[src/rtl/extint_pkg.sv]
package extint_pkg;

    // Register select values seen on addr
    typedef enum logic [1:0] {
        REG_TRIG  = 2'd0,
        REG_DIR   = 2'd1,
        REG_STATE = 2'd2,
        REG_FLAG  = 2'd3
    } reg_sel_e;

    // Per-line trigger codes
    typedef enum logic [1:0] {
        TRIG_LOW  = 2'd0,
        TRIG_RISE = 2'd1,
        TRIG_FALL = 2'd2,
        TRIG_BOTH = 2'd3
    } trig_e;

    localparam int CODE_W = 2;

endpackage

[src/rtl/extint_sync.sv]
module extint_sync #(
    parameter int WIDTH = 8
) (
    input  logic             clk,
    input  logic             rst_n,
    input  logic [WIDTH-1:0] raw,
    output logic [WIDTH-1:0] cur,
    output logic [WIDTH-1:0] last
);
    typedef struct packed {
        logic [WIDTH-1:0] s1;
        logic [WIDTH-1:0] s2;
        logic [WIDTH-1:0] prev;
    } sync_t;

    sync_t st_d, st_q;

    always_comb begin
        st_d      = st_q;
        st_d.s1   = raw;
        st_d.s2   = st_q.s1;
        st_d.prev = st_q.s2;
    end

    // Reset to the idle (high) level so that no low-level request or
    // edge appears before the real pin value has propagated.
    always_ff @(posedge clk or negedge rst_n) begin
        if (!rst_n) begin
            st_q <= '{s1: '1, s2: '1, prev: '1};
        end else begin
            st_q <= st_d;
        end
    end

    assign cur  = st_q.s2;
    assign last = st_q.prev;
endmodule

[src/rtl/extint_line.sv]
module extint_line
    import extint_pkg::*;
(
    input  logic              clk,
    input  logic              rst_n,
    input  logic [CODE_W-1:0] mode,
    input  logic              is_out,
    input  logic              cur,
    input  logic              last,
    input  logic              clr,
    output logic              req
);
    logic edge_d, edge_q;
    logic hit;

    always_comb begin
        unique case (mode)
            TRIG_RISE: hit = cur & ~last;
            TRIG_FALL: hit = ~cur & last;
            TRIG_BOTH: hit = cur ^ last;
            default:   hit = 1'b0;
        endcase
        // Set wins over clear; leaving edge input mode drops the flag
        if (is_out || mode == TRIG_LOW) begin
            edge_d = 1'b0;
        end else begin
            edge_d = hit | (edge_q & ~clr);
        end
    end

    always_ff @(posedge clk or negedge rst_n) begin
        if (!rst_n) begin
            edge_q <= 1'b0;
        end else begin
            edge_q <= edge_d;
        end
    end

    always_comb begin
        if (is_out) begin
            req = 1'b0;
        end else if (mode == TRIG_LOW) begin
            req = ~cur;
        end else begin
            req = edge_q;
        end
    end
endmodule

[src/rtl/extint_detector.sv]
module extint_detector
    import extint_pkg::*;
#(
    parameter int NUM_LINES = 8,
    parameter int REG_W     = 16
) (
    input  logic                 clk,
    input  logic                 rst_n,
    input  logic [NUM_LINES-1:0] pin_in,
    output logic [NUM_LINES-1:0] pin_out,
    output logic [NUM_LINES-1:0] pin_oe,
    input  logic                 wr_en,
    input  logic [1:0]           addr,
    input  logic [REG_W-1:0]     wr_data,
    output logic [REG_W-1:0]     rd_data,
    output logic [NUM_LINES-1:0] irq
);
    localparam int PAD_W = REG_W - NUM_LINES;

    typedef struct packed {
        logic [REG_W-1:0]     trig;
        logic [NUM_LINES-1:0] dir;
        logic [NUM_LINES-1:0] dout;
    } regs_t;

    regs_t regs_d, regs_q;

    logic [NUM_LINES-1:0] sync_cur, sync_last;
    logic [NUM_LINES-1:0] clr_vec;
    logic [NUM_LINES-1:0] line_state;
    logic [REG_W-1:0]     trig_q;

    assign trig_q = regs_q.trig;

    extint_sync #(.WIDTH(NUM_LINES)) sync_i (
        .clk  (clk),
        .rst_n(rst_n),
        .raw  (pin_in),
        .cur  (sync_cur),
        .last (sync_last)
    );

    assign clr_vec = (wr_en && addr == REG_FLAG) ? wr_data[NUM_LINES-1:0] : '0;

    for (genvar n = 0; n < NUM_LINES; n++) begin : g_line
        extint_line line_i (
            .clk   (clk),
            .rst_n (rst_n),
            .mode  (regs_q.trig[CODE_W*n +: CODE_W]),
            .is_out(regs_q.dir[n]),
            .cur   (sync_cur[n]),
            .last  (sync_last[n]),
            .clr   (clr_vec[n]),
            .req   (irq[n])
        );
    end

    always_comb begin
        regs_d = regs_q;
        if (wr_en) begin
            unique case (addr)
                REG_TRIG:  regs_d.trig = wr_data;
                REG_DIR:   regs_d.dir  = wr_data[NUM_LINES-1:0];
                REG_STATE: regs_d.dout = wr_data[NUM_LINES-1:0];
                default:   ;
            endcase
        end
    end

    always_ff @(posedge clk or negedge rst_n) begin
        if (!rst_n) begin
            regs_q <= '0;
        end else begin
            regs_q <= regs_d;
        end
    end

    assign line_state = (regs_q.dir & regs_q.dout) | (~regs_q.dir & sync_cur);

    always_comb begin
        unique case (addr)
            REG_TRIG:  rd_data = regs_q.trig;
            REG_DIR:   rd_data = {{PAD_W{1'b0}}, regs_q.dir};
            REG_STATE: rd_data = {{PAD_W{1'b0}}, line_state};
            default:   rd_data = {{PAD_W{1'b0}}, irq};
        endcase
    end

    assign pin_out = regs_q.dout;
    assign pin_oe  = regs_q.dir;
endmodule

[config.mk]
export PLATFORM = sky130hd
export DESIGN_NAME = extint_detector
export DESIGN_NICKNAME = d
export VERILOG_FILES = /design/src/rtl/extint_pkg.sv /design/src/rtl/extint_sync.sv /design/src/rtl/extint_line.sv /design/src/rtl/extint_detector.sv
export SDC_FILE = /design/constraint.sdc
export NUM_CORES = 1
export LEC_CHECK = 0
export BUFFER_PORTS_ARGS = -buffer_cell sky130_fd_sc_hd__buf_2
export CAP_MARGIN = 10
export CELL_PAD_IN_SITES_DETAIL_PLACEMENT = 0
export CELL_PAD_IN_SITES_GLOBAL_PLACEMENT = 1
export CORE_MARGIN = 5
export CORE_UTILIZATION = 33
export DETAILED_ROUTE_END_ITERATION = 16
export GPL_TIMING_DRIVEN = 0
export PLACE_DENSITY = 0.65
export SLEW_MARGIN = 40
export SYNTH_ARGS = -nofsm -noshare
export SYNTH_HDL_FRONTEND = slang
export SYNTH_SLANG_ARGS = --single-unit
[constraint.sdc]
create_clock -name clk -period 1.84 [get_ports clk]
set_clock_uncertainty 0.05 [all_clocks]
set_input_delay 0.184 -clock clk [delete_from_list [all_inputs] [get_ports clk]]
set_output_delay 0.184 -clock clk [all_outputs]
set_load 0.05 [all_outputs]
# [Yosys cells after proc, flatten, opt, wreduce, memory -nomap -nowiden]
# Index checks and enable logic that the tools add are counted.
[word_totals] output_inout_bits=40 regBits=64
[op_classes] n_mux=34 bitwise=68 reduce_logical=21 n_eq_ne=27
[ops] operator="$pmux 16 s3" n=1
[ops] operator="$eq 2x2->1 const B" n=18
[ops] operator="$and 1x1->1" n=24
[ops] operator="$mux 1" n=24
[ops] operator="$not 1->1" n=24
[ops] operator="$pmux 1 s3" n=8
[ops] operator="$eq 2x1->1 const B" n=9
[ops] operator="$logic_not 2->1" n=9
[ops] operator="$and 8x8->8" n=2
[ops] operator="$logic_or 1x1->1" n=8
[ops] operator="$mux 8" n=1
[ops] operator="$not 8->8" n=1
[ops] operator="$or 1x1->1" n=8
[ops] operator="$or 8x8->8" n=1
[ops] operator="$xor 1x1->1" n=8
[ops] operator="$reduce_and 2->1" n=3
[ops] operator="$logic_and 1x1->1" n=1

# [Depth between registers and ports, before layout]
# Gate-level depths: netlist (run 1).
[depth] ltp_word=7 depth_mapped=5 mapped_depth_nobuf=5

# [Hierarchy]
# A second synthesis (run 1) with hierarchy kept.
[hier_totals] hier_cells=256 area_unflattened_um2=3191.8
[modules_own_cells] module="extint_detector" cells_each=104 area_each_um2=1610.3 instances=1
[modules_own_cells] module="extint_line" cells_each=15 area_each_um2=111.4 instances=8
[modules_own_cells] module="extint_sync" cells_each=32 area_each_um2=690.7 instances=1

# [Least setup slack after synthesis (run 1)]
# No wires, ideal clock.
[synth_path] path_type="reg2out" startpoint="register regs_q[4], in the netlist pin_out[4]" endpoint="output rd_data[4]" stages_incl_launch_ff=4 n_path_buf=0 slack_ns=0.131 arrival_time_ns=1.475 path_cell_list="dfrtp_1 > nand2_1 > o21ai_0 > mux4_1"
[synth_via] elab_chain_len=3
[synth_lines] element="from (decl)" line="extint_detector.sv:26" rtl="regs_t regs_d, regs_q;"
[synth_lines] element="from (signal assigned)" line="extint_detector.sv:74" rtl="regs_q <= regs_d;"
[synth_lines] element="$and 8x8->8" line="extint_detector.sv:78" rtl="assign line_state = (regs_q.dir & regs_q.dout) | (~regs_q.dir & sync_cur);"
[synth_lines] element="$or 8x8->8" line="extint_detector.sv:78"
[synth_lines] element="$pmux 16 s3" line="extint_detector.sv:81" rtl="unique case (addr)"
[synth_lines] element="to (decl)" line="extint_detector.sv:15" rtl="output logic [REG_W-1:0] rd_data,"
# No other way between the ends.

# [Worst setup path after layout (run 1)]
[layout_path] startpoint="register regs_q[30], in the netlist trig_q[14]" endpoint="output rd_data[7]"
[layout_via] elab_chain_len=4
[layout_lines] element="$logic_not 2->1" line="extint_line.sv:42" rtl="end else if (mode == TRIG_LOW) begin"
[layout_lines] element="$mux 1" line="extint_line.sv:42"
[layout_lines] element="$mux 1" line="extint_line.sv:40" rtl="if (is_out) begin"
[layout_lines] element="via g_line[7].line_i.req" line="extint_line.sv:11" rtl="output logic req"
[layout_lines] element="$pmux 16 s3" line="extint_detector.sv:81"
# The timed path passes the listed nets, and every way through them passes these cells.

==> impl_metrics.toml, run 1 <==
[yosys]
synthXorXnorAreaFrac_pct = 0
syn_area_sq_um = 3249
synth_cell_types = 28
synthTopCellsByArea = "dfrtp_1 31%, dfstp_2 19%, mux2_2 7.6%"
syn_inst = 263
yosysSeqAreaShare_pct = 50.21
ys_ff_latch = 64
synthMuxAreaShare_pct = 17.21
syn_area_per_cell_sq_um = 12.36
yosys.area_share.simple_pct = 10.13
ys_warn_count = 0
synth_top_area_share_pct = 30.80
synth-adder-area-share_pct = 6.161
synth_top_family_by_area = "multiplexers"
syn_nets = 308
synth_top_area_cell = "dfrtp_1"
synth_compound_area_share_pct = 9.280

[clock_network]
clkSinkCount = 64
cts_max_level = 3
clkSlewWorstSetupHoldPaths_ps = 80
cts_tree = "yes"
clk_path_buf_depth = 2
cts_buffers = 9
clock_latency_ps = 340
root_buffer = "clkbuf_8"

[detailed_routing]
drc = 0
routed_via_density = 4.651
wire_per_inst_microns = 15.25
drt-met1-wl_mm = 3.665
drt_iter0_drc = 53
num_vias = 2465
drt.antenna.violating_nets = 0
wl_met2_mm = 3.930
top_layer = "met4"
met3WireLength_microns = 426
firstDrtPassIters = 4
drt_wl_total_mm = 8.084

[setup_path]
rrSetupSlack_ps = 420
r2r_cells = 6
crit_arrival_ps = 1770
crit_type = "register to primary output"
critPathRequiredTime_ps = 1610
worstReg2RegStart = "sync_i.cur[1]"
cp-startpoint = "trig_q[14]"
cp-start-kind = "register"
cp_max_fo = 3
r2r-end = "g_line[1].line_i.edge_q"
end_kind = "primary output"

[flow_run]
maxCapViolCount = 0

[final_layout]
layout_commonest_cell = "buf_4"
final_util_pct = 48.17
syn_to_final_growth_pct = 43.55
fillerInstances = 917
design_area_sq_um = 4664
multi_input_area_sq_um = 1495
antenna_cells = 0
drive_gt1_share_pct = 61.96
final_cell_mix = "54 x buf_4, 53 x buf_2, 31 x dfrtp_1, 24 x dfstp_2, 22 x mux2_2"
register_area_sq_um = 1643
nNetsFinal = 437

[timing]
post-route-period-util_pct = 109.0
grt_setup_unrepaired = "yes"
finalHoldViolCount = 0
timing.fmax_ghz = 0.4988
holdWs_ps = 23.99
period_minus_slack_ps = 2005
drv_slew = 0
worst_pin_slew_ps = 576.1
max_slew_margin_pct = 61.59
finalSetupViolations = 10
setup_slack_ps = -164.7

[floorplanning]
die_h_microns = 109.2
coreArea_sq_um = 9684
die_w_microns = 109.2
start_util_pct = 33.55
die-area_sq_um = 11930
rows = 36
io_pins = 69

[outcome]
status = "finished with violations"
violations = "setup timing"

[min_path]
min_path_type = "primary input to register"
hold_path_depth = 2
min-delay-start = "wr_data[10]"
worstHoldEndpoint = "trig_q[10]"

[placement]
dpl_cell_area_sq_um = 3779
routabilityCongestion = 0.7723
port_buffers = 68
dp_hpwl_mm = 5.236

[global_route]
grt_max_degree = 41
track_usage_pct = 14.15
grt_first_pass_wirelength_mm = 12.75
antenna_found_initial = 0
grt_overflow_total = 0
grt_pass1_vias = 2472

[power]
finalPower_mw = 5.107
power_density_nw_per_um2 = 1095
peakVddDrop_uv = 380.8
p_leak_nw = 2.140
cell type report:
class                           instances  area share (%)
Tap cell                              133           3.568
Timing Repair Buffer                  123           20.31
Clock inverter                          7           2.039
Clock buffer                            9           2.656
Multi-Input combinational cell        160           32.05
Inverter                               17           1.368
Buffer                                 17           2.790
Sequential cell                        64           35.22
cell usage after synthesis (all sizes together):
cell type and count:
a21oi 9, nor3 1, nand3b 9, a31o 8
mux4 7, ha 16, o211a 1, dfrtp 40
mux2 32, or3 8, nor3b 1, dfstp 24
buf 21, o211ai 2, nor2 2, o21ai 21
inv 17, a31oi 9, nand2 11, clkbuf 1
and2 10, nor2b 13
routing by layer:
layer | vias up | global-route usage (%)
met5 | - | 0
met4 | 0 | 3.829
met3 | 6 | 4.618
met2 | 62 | 23.03
met1 | 1221 | 18.14
li1 | 1176 | -
kinds of logic after synthesis:
group / after synthesis
AOI/OAI and AO/OA: 50
adders and majority gates: 16
buffers and inverters: 39
DFF: 64
muxes: 39
and+or+nand+nor: 55
critical path, stage by stage (launching register included):
cell	delay [ps]
dfrtp_2	430
o21ai_2	210
a21oi_4	90
mux4_2	520
buf_8	180
per-stage QoR:
step / worst slack [ps] / std cells / setup TNS (ps)
detailed placement: 46.29 / 465 / 0
global placement: 26.63 / 464 / 0
global route: -223.1 / 530 / -1847
finish: -164.7 / 530 / -1029
CTS: -167.0 / 524 / -1052
floorplan: 131.4 / 263 / 0
worst max-delay path by stage:
| stage | to | slack, ps |
|---|---|---|
| 6_report | rd_data[7] | -160 |
| 5_1_grt | rd_data[7] | -220 |
| 3_3_place_gp | rd_data[7] | 30 |
| 4_1_cts | rd_data[5] | -170 |
| 3_5_place_dp | rd_data[7] | 50 |
| 2_1_floorplan | rd_data[4] | 130 |
flip-flops by register name, summed over array words and instances, names as in the netlist:
register / cells
sync_i.st_d: 8
trig_q: 16
pin_oe: 8
pin_out: 8
sync_i.last: 8
sync_i.cur: 8
g_line.line_i.edge_q: 8
power breakdown:
group          switching, mW  total [mW]  internal (mW)
Combinational           1.03        1.93          0.897
Clock                  0.571        1.34          0.764
Sequential             0.209        1.84           1.64
Total                   1.81        5.11           3.30
what timing repair did:
action,in CTS,in global routing
hold buffers,12,0
gates resized for setup,69,19
setup endpoints to repair,16,16
setup buffers,33,9
hold endpoints to repair,35,0
pin swaps,8,13
(Power assumes the default switching activity.)
==> run 2: changes to the inputs <==
--- a/config.mk
+++ b/config.mk
@@ -10,11 +10,12 @@
 export CELL_PAD_IN_SITES_DETAIL_PLACEMENT = 0
 export CELL_PAD_IN_SITES_GLOBAL_PLACEMENT = 1
 export CORE_MARGIN = 5
-export CORE_UTILIZATION = 33
+export CORE_UTILIZATION = 47
 export DETAILED_ROUTE_END_ITERATION = 16
 export GPL_TIMING_DRIVEN = 0
-export PLACE_DENSITY = 0.65
+export PLACE_DENSITY = 0.87
 export SLEW_MARGIN = 40
 export SYNTH_ARGS = -nofsm -noshare
 export SYNTH_HDL_FRONTEND = slang
 export SYNTH_SLANG_ARGS = --single-unit
+export TNS_END_PERCENT = 5
==> constraint.sdc (replaced) <==
create_clock -name clk -period 2.56 [get_ports clk]
set_clock_uncertainty 0.05 [all_clocks]
set_input_delay 0.256 -clock clk [delete_from_list [all_inputs] [get_ports clk]]
set_output_delay 0.256 -clock clk [all_outputs]
set_load 0.05 [all_outputs]
==> run 2 against run 1 <==
Effect of this change:
- the run now ends clean
- non-clock buffer count fell by 41
- sequential share of layout area is 5.4 points higher
- register-to-register slack better by 800 ps
- first-iteration DRC count up 57%
- global-route usage is 3.4 points higher
- routed wire length fell by 15%
==> impl_metrics.toml, run 2 (synthesis gave the netlist of run 1 again) <==
[outcome]
status = "finished, final reports clean"

[clock_network]
cts_tree = "yes"
clk_path_buf_depth = 2
cts_buffers = 9
clkSinkCount = 64
clkSlewWorstSetupHoldPaths_ps = 70
cts_max_level = 3
root_buffer = "clkbuf_8"
clock_latency_ps = 340

[power]
power_density_nw_per_um2 = 837.0
p_leak_nw = 1.907
peakVddDrop_uv = 495.4

[setup_path]
crit_arrival_ps = 1900
cp_max_fo = 7
end_kind = "primary output"
critPathRequiredTime_ps = 2250
cp-start-kind = "register"
crit_type = "register to primary output"

[global_route]
track_usage_pct = 17.52
grt_max_degree = 65
grt_pass1_vias = 2310
antenna_found_initial = 0
grt_overflow_total = 0
grt_first_pass_wirelength_mm = 11.63

[floorplanning]
io_pins = 69
die_h_microns = 93.15
die-area_sq_um = 8676
coreArea_sq_um = 6756
start_util_pct = 48.09
die_w_microns = 93.15
rows = 30

[final_layout]
syn_to_final_growth_pct = 23.68
antenna_cells = 0
nNetsFinal = 396
fin_cells = 436
final_cell_mix = "69 x buf_2, 40 x dfrtp_1, 24 x dfstp_2, 22 x mux2_2, 21 x o21ai_0"
design_area_sq_um = 4019
layout_commonest_cell = "buf_2"
drive_gt1_share_pct = 49.16
largest_register_ffs = 16

[detailed_routing]
drt.antenna.violating_nets = 0
num_vias = 2296
drt_iter0_drc = 83
routed_via_density = 5.266
firstDrtPassIters = 4
drt_wl_total_mm = 6.896
drc = 0
wire_per_inst_microns = 15.82

[timing]
grt_setup_unrepaired = "no"
post-route-period-util_pct = 86.35
holdWs_ps = 94.02
finalHoldViolCount = 0
period_minus_slack_ps = 2210
worst_pin_slew_ps = 576.3
drv_slew = 0
max_slew_margin_pct = 61.58
finalSetupViolations = 0
timing.fmax_ghz = 0.4524
setup_tns_ps = 0

[min_path]
min_path_type = "primary input to register"

[placement]
port_buffers = 68
routabilityCongestion = 0.7842
dp_hpwl_mm = 4.654
dp_cells = 411
dpl_cell_area_sq_um = 3692

[flow_run]
maxCapViolCount = 0
run 2: cell types whose count changed in the layout (fill, tap and decap cells not counted), moves of 5 or more:
cell | before | now
buf_4 | 54 | 17
buf_2 | 53 | 69
buf_8 | 13 | 0
dfrtp_1 | 31 | 40
dfrtp_2 | 9 | 0
a21oi_1 | 1 | 9
o21ai_0 | 13 | 21
o21ai_2 | 7 | 0
or3_1 | 2 | 8
or3_4 | 6 | 0
a21oi_2 | 5 | 0
run 2: worst max-delay path: stages (launching register included):
cell	delay, ps
dfrtp_1	460
o21ai_0	270
a21oi_1	140
mux4_2	470
buf_2	220
run 2: what timing repair did:
item / in CTS / in global routing
endpoints found under the hold margin: 48 / 0
setup endpoints to repair: 0 / 0
hold buffers: 9 / 0
buffers inserted: 0 / 0
gates resized for setup: 0 / 0
run 2: cell type report:
class | count | area [sq um]
tap | 80 | 100.1
buffer | 22 | 163.9
inverter | 17 | 63.81
timing repair buffer | 77 | 436.7
fill | 582 | 2738
clock inverter | 2 | 60.06
sequential | 64 | 1632
multi-input combinational | 160 | 1390
clock buffer | 14 | 172.7
run 2: worst paths after layout:
check / start / cells after the start / slack, ps / to
min in group asynchronous: rst_n / 2 / 390 / trig_q[15]
max in group asynchronous: rst_n / 2 / 1640 / sync_i.last[3]
setup / recovery: trig_q[4] / 4 / 350 / rd_data[2]
hold reg to reg: sync_i.st_d[12] / 0 / 310 / sync_i.cur[4]
setup reg to reg: sync_i.cur[1] / 5 / 1220 / g_line[1].line_i.edge_q
hold / removal: wr_data[9] / 2 / 90 / trig_q[9]
run 2: where the power goes:
part           switching, mW  internal [mW]  total, mW  leakage (nW)
Clock                  0.384          0.630       1.01         0.117
Sequential             0.151           1.17       1.32         0.737
Combinational          0.635          0.394       1.03          1.05
run 2: through the flow:
| step | setup slack [ps] | power [mW] | util (%) |
|---|---|---|---|
| floorplan | 779.4 | 2.110 | - |
| CTS | 320.3 | 3.403 | 59.43 |
| global placement | 717.4 | 2.342 | 54.61 |
| finish | 349.5 | 3.364 | 59.48 |
| global route | 235.2 | 3.544 | 59.48 |
| detailed placement | 702.6 | 2.363 | 54.65 |
run 2: routing by layer:
layer	vias to the layer above	global-route usage (%)	wire, microns
li1	1093	-	-
met1	1138	23.78	3144
met2	53	26.93	3354
met3	12	3.701	276
met4	0	8.059	121
met5	-	0	0
